==> src/rtl/strap_pin_pkg.sv <==
package strap_pin_pkg;
  typedef enum logic [1:0] {
    PH_STRAP = 2'd0,
    PH_HOLD  = 2'd1,
    PH_DRIVE = 2'd2
  } pin_phase_e;

  function automatic int unsigned us_to_cycles(input int unsigned khz, input int unsigned us);
    return (khz * us) / 1000;
  endfunction
endpackage

==> src/rtl/strap_phase_timer.sv <==
module strap_phase_timer
  import strap_pin_pkg::*;
#(
  parameter int unsigned STRAP_CYC = 240,
  parameter int unsigned DRIVE_CYC = 600000
) (
  input  logic       clk,
  input  logic       rst_n,
  output pin_phase_e phase,
  output logic       strap_tick,
  output logic       drive_tick
);
  localparam int unsigned CW = $clog2(DRIVE_CYC + 1);

  logic [CW-1:0] cnt;

  always_ff @(posedge clk or negedge rst_n) begin
    if (!rst_n) cnt <= '0;
    else if (cnt < CW'(DRIVE_CYC)) cnt <= cnt + 1'b1;
  end

  always_comb begin
    if (cnt < CW'(STRAP_CYC))      phase = PH_STRAP;
    else if (cnt < CW'(DRIVE_CYC)) phase = PH_HOLD;
    else                           phase = PH_DRIVE;
  end

  assign strap_tick = (cnt == CW'(STRAP_CYC - 1));
  assign drive_tick = (cnt == CW'(DRIVE_CYC - 1));

  // once the drive phase is reached the counter stays saturated
  a_r5_timer_saturates: assert property (@(posedge clk) disable iff (!rst_n)
    (phase == PH_DRIVE) |=> (phase == PH_DRIVE));
  // the strap moment lies inside the strap phase
  a_r2_tick_in_window: assert property (@(posedge clk) disable iff (!rst_n)
    strap_tick |-> (phase == PH_STRAP));
endmodule

==> src/rtl/strap_sync2.sv <==
module strap_sync2 (
  input  logic clk,
  input  logic rst_n,
  input  logic d,
  output logic q
);
  logic s1;

  always_ff @(posedge clk or negedge rst_n) begin
    if (!rst_n) begin
      s1 <= 1'b0;
      q  <= 1'b0;
    end else begin
      s1 <= d;
      q  <= s1;
    end
  end
endmodule

==> src/rtl/strap_pin_ctrl.sv <==
module strap_pin_ctrl
  import strap_pin_pkg::*;
#(
  parameter int unsigned CLK_KHZ  = 12000,
  parameter int unsigned STRAP_US = 20,
  parameter int unsigned DRIVE_US = 50000
) (
  input  logic clk,
  input  logic rst_n,
  input  logic pad_in,
  input  logic suspend_i,
  output logic pad_oe,
  output logic pad_out,
  output logic gang_mode
);
  localparam int unsigned STRAP_CYC = us_to_cycles(CLK_KHZ, STRAP_US);
  localparam int unsigned DRIVE_CYC = us_to_cycles(CLK_KHZ, DRIVE_US);

  pin_phase_e phase;
  logic       strap_tick;
  logic       drive_tick;
  logic       pad_sync;
  logic       locked;
  logic       drive_en;

  strap_phase_timer #(
    .STRAP_CYC(STRAP_CYC),
    .DRIVE_CYC(DRIVE_CYC)
  ) u_timer (
    .clk       (clk),
    .rst_n     (rst_n),
    .phase     (phase),
    .strap_tick(strap_tick),
    .drive_tick(drive_tick)
  );

  strap_sync2 u_sync (
    .clk  (clk),
    .rst_n(rst_n),
    .d    (pad_in),
    .q    (pad_sync)
  );

  // strap latch: written once per reset
  always_ff @(posedge clk or negedge rst_n) begin
    if (!rst_n) begin
      gang_mode <= 1'b0;
      locked    <= 1'b0;
    end else if (strap_tick && !locked) begin
      gang_mode <= pad_sync;
      locked    <= 1'b1;
    end
  end

  assign drive_en = pad_oe | drive_tick;

  // pad driver: gang -> flag equals suspend, individual -> inverted
  always_ff @(posedge clk or negedge rst_n) begin
    if (!rst_n) begin
      pad_oe  <= 1'b0;
      pad_out <= 1'b0;
    end else begin
      pad_oe  <= drive_en;
      pad_out <= drive_en & ~(suspend_i ^ gang_mode);
    end
  end

  // outputs quiet while reset is held
  a_r1_reset_quiet: assert property (@(posedge clk)
    !rst_n |-> (!pad_oe && !pad_out && !gang_mode));
  // latched mode never moves after lock
  a_r4_mode_held: assert property (@(posedge clk) disable iff (!rst_n)
    (locked && $past(locked)) |-> $stable(gang_mode));
  // mode lock matches leaving the strap phase
  a_r3_lock_phase: assert property (@(posedge clk) disable iff (!rst_n)
    locked == (phase != PH_STRAP));
  // driver enabled exactly in the drive phase
  a_r5_oe_phase: assert property (@(posedge clk) disable iff (!rst_n)
    pad_oe == (phase == PH_DRIVE));
  // no drive value while pad is an input
  a_r6_out_quiet: assert property (@(posedge clk) disable iff (!rst_n)
    !pad_oe |-> !pad_out);
  // polarity follows the strap
  a_r7_flag_polarity: assert property (@(posedge clk) disable iff (!rst_n)
    (pad_oe && $past(pad_oe)) |-> (pad_out == ($past(suspend_i) == gang_mode)));
endmodule

==> config.mk <==
export PLATFORM = sky130hd
export DESIGN_NAME = strap_pin_ctrl
export DESIGN_NICKNAME = d
export VERILOG_FILES = /design/src/rtl/strap_pin_pkg.sv /design/src/rtl/strap_phase_timer.sv /design/src/rtl/strap_sync2.sv /design/src/rtl/strap_pin_ctrl.sv
export SDC_FILE = /design/constraint.sdc
export NUM_CORES = 1
export LEC_CHECK = 0
export BUFFER_PORTS_ARGS = -buffer_cell sky130_fd_sc_hd__clkbuf_2
export CORE_MARGIN = 3
export CORE_UTILIZATION = 50
export CTS_CLUSTER_DIAMETER = 60
export DETAILED_ROUTE_END_ITERATION = 6
export HOLD_SLACK_MARGIN = 0.02
export PLACE_DENSITY_LB_ADDON = 0.25
export SLEW_MARGIN = 40
export SYNTH_ARGS = -nofsm -noshare
export SYNTH_HDL_FRONTEND = slang
export SYNTH_HIERARCHICAL = 1
export SYNTH_SLANG_ARGS = --single-unit
==> constraint.sdc <==
create_clock -name clk -period 5.4 [get_ports clk]
set_input_delay 0.54 -clock clk [delete_from_list [all_inputs] [get_ports clk]]
set_output_delay 0.54 -clock clk [all_outputs]
set_load 0.01 [all_outputs]
==> impl_metrics.yaml <==
clock_network:
  path_clk_slew_ns: 0.13
  h-tree-depth: 1
  post_cts_resized: 0
  cts_buffers: 3
  holdBufCountCts: 0
  clock-sinks: 26
  clk_latency_ns: 0.32
  cts_setup_buffers: 0
  clockRootBuffer: "clkbuf_4"
  cts_tree: "built"
  clockBufferDepth: 2
pwr:
  peakVddDrop_uv: 148
  leakage_nw: 0.606
  total_power_mw: 0.297
  power_density_nw_per_um2: 228
drt:
  first_pass_iters: 6
  viasPerCell: 5.62
  vias: 809
  drt_iter0_markers: 11
  drt_drc_violations_left: 0
  totalWireLength_um: 2070
  wl_per_cell_um: 14.4
  antenna_left: 0
worst_setup_path:
  r2r-end: "u_timer/cnt[9]$_DFFE_PN0N_"
  r2r_start: "u_timer/cnt[16]$_DFFE_PN0N_"
  critical_path.max_stage_delay_ns: 0.50
  startpoint_type: "flip-flop"
  required_ns: 5.62
  path_class: "reg2reg"
  worstSetupEndpointType: "flip-flop"
  crit_fanout: 11
  reg2reg_depth: 6
  crit_path_cell_trace: "o31ai_1, a21oi_1, o21ba_1, inv_1, or3_1, xnor2_1"
  cpMaxStageDelayCell: "o21ba_1"
  rrSetupSlack_ns: 3.19
  worst_ep_arrival_time_ns: 2.43
timing:
  setup_slack_ns: 3.19
  rsz0062_at_grt: "no"
  skew_ns: 0.00289
  slew-limit-headroom_pct: 56.9
  worst_pin_slew_ns: 0.647
  drv_slew: 0
  max_freq_mhz: 453
  finalHoldViolations: 0
  hold-worst-slack_ns: 0.218
  fin_setup_tns_ns: 0
  finalSetupViolCount: 0
  period_needed_ns: 2.21
  post-route-period-util_pct: 40.9
grt:
  grt_antenna_before_repair: 0
  grt_max_degree: 27
  track_usage_pct: 16.1
  grt_pass1_vias: 740
  grt_overflow: 0
  grt_pass1_wl_um: 3370
status:
  status: "complete, no violations"
synthesis:
  avgSynthCellArea_sq_um: 11.3
  syn_inst: 107
  synth_nets: 112
  ys_warn_count: 6
  syn_area_sq_um: 1210
final_layout:
  diodes: 0
  mostFrequentLayoutCells: "26 x dfrtp_1, 18 x xnor2_1, 10 x nand2_1"
  fin_util_pct: 57.8
  final_common_cell: "dfrtp_1"
  postLayoutCellArea_sq_um: 1300
  nFillCells: 199
  final_cells: 144
  final_layout_size_suffix_gt1_share_pct: 14.7
  area_growth_pct: 7.98
  fin_nets: 122
place:
  dpl_worst_slack_ns: 3.22
  place.gp.congestion: 0.822
  port_buffers: 6
  dp.cells: 140
  dp_hpwl_um: 1480
  placed_cell_area_sq_um: 1260
die:
  core_area_sq_um: 2250
  initial_core_util_pct: 53.6
  dieArea_sq_um: 3040
  rows: 17
  pin_count: 7
  dieHeight_um: 55.1
  die_width_um: 55.1
min_path:
  min_path_type: "in2async"
flow_run:
  max_cap_viol_count: 0
[sequential cells by signal, summed over array words and instances, names as in the netlist]
name         count
pad_oe           1
locked           1
u_timer/cnt     20
pad_out          1
u_sync/s1        1
u_sync/q         1
gang_mode        1
[final cells by class]
cell class                      count  area (sq um)  area share [%]
Inverter                            2          7.51           0.576
Timing Repair Buffer                6          30.0            2.30
Multi-Input combinational cell     78           544            41.7
Tap cell                           28          35.0            2.69
Clock buffer                        4          36.3            2.78
Sequential cell                    26           651            49.9
[power by group]
part           internal (mW)  switching [mW]  total [mW]  leakage, nW
sequential             0.195        0.000213       0.196        0.344
clock                 0.0412          0.0551      0.0963       0.0210
combinational        0.00101         0.00393     0.00494        0.241
total                  0.238          0.0593       0.297        0.606
[per-layer routing]
layer | part of all wire, % | up-vias | GRT usage (%)
li1 | - | 395 | -
met1 | 48 | 401 | 21.5
met2 | 48 | 9 | 24.4
met3 | 2.1 | 4 | 2.41
met4 | 1.8 | 0 | 9.72
met5 | 0 | - | 0
[worst max-delay path: cells and delay by family, from the launching register on]
family | cells | cell delay (ns)
and+or+nand+nor | 1 | 0.40
xor gates and xnor gates | 1 | 0.13
DFF | 1 | 0.48
buffers and inverters | 1 | 0.15
AOI/OAI and AO/OA | 3 | 0.96
[worst max path at each step]
stage / start / cells past startpoint / end
finish: u_timer/cnt[16]$_DFFE_PN0N_ / 6 / u_timer/cnt[9]$_DFFE_PN0N_
global route: u_timer/cnt[17]$_DFFE_PN0N_ / 6 / gang_mode$_DFFE_PN0P_
detailed placement: u_timer/cnt[17]$_DFFE_PN0N_ / 6 / gang_mode$_DFFE_PN0P_
floorplan: u_timer/cnt[17]$_DFFE_PN0N_ / 5 / u_timer/cnt[1]$_DFFE_PN0N_
global placement: u_timer/cnt[17]$_DFFE_PN0N_ / 6 / gang_mode$_DFFE_PN0P_
CTS: u_timer/cnt[17]$_DFFE_PN0N_ / 6 / gang_mode$_DFFE_PN0P_
Note: power is estimated with default switching activity, not from simulation.
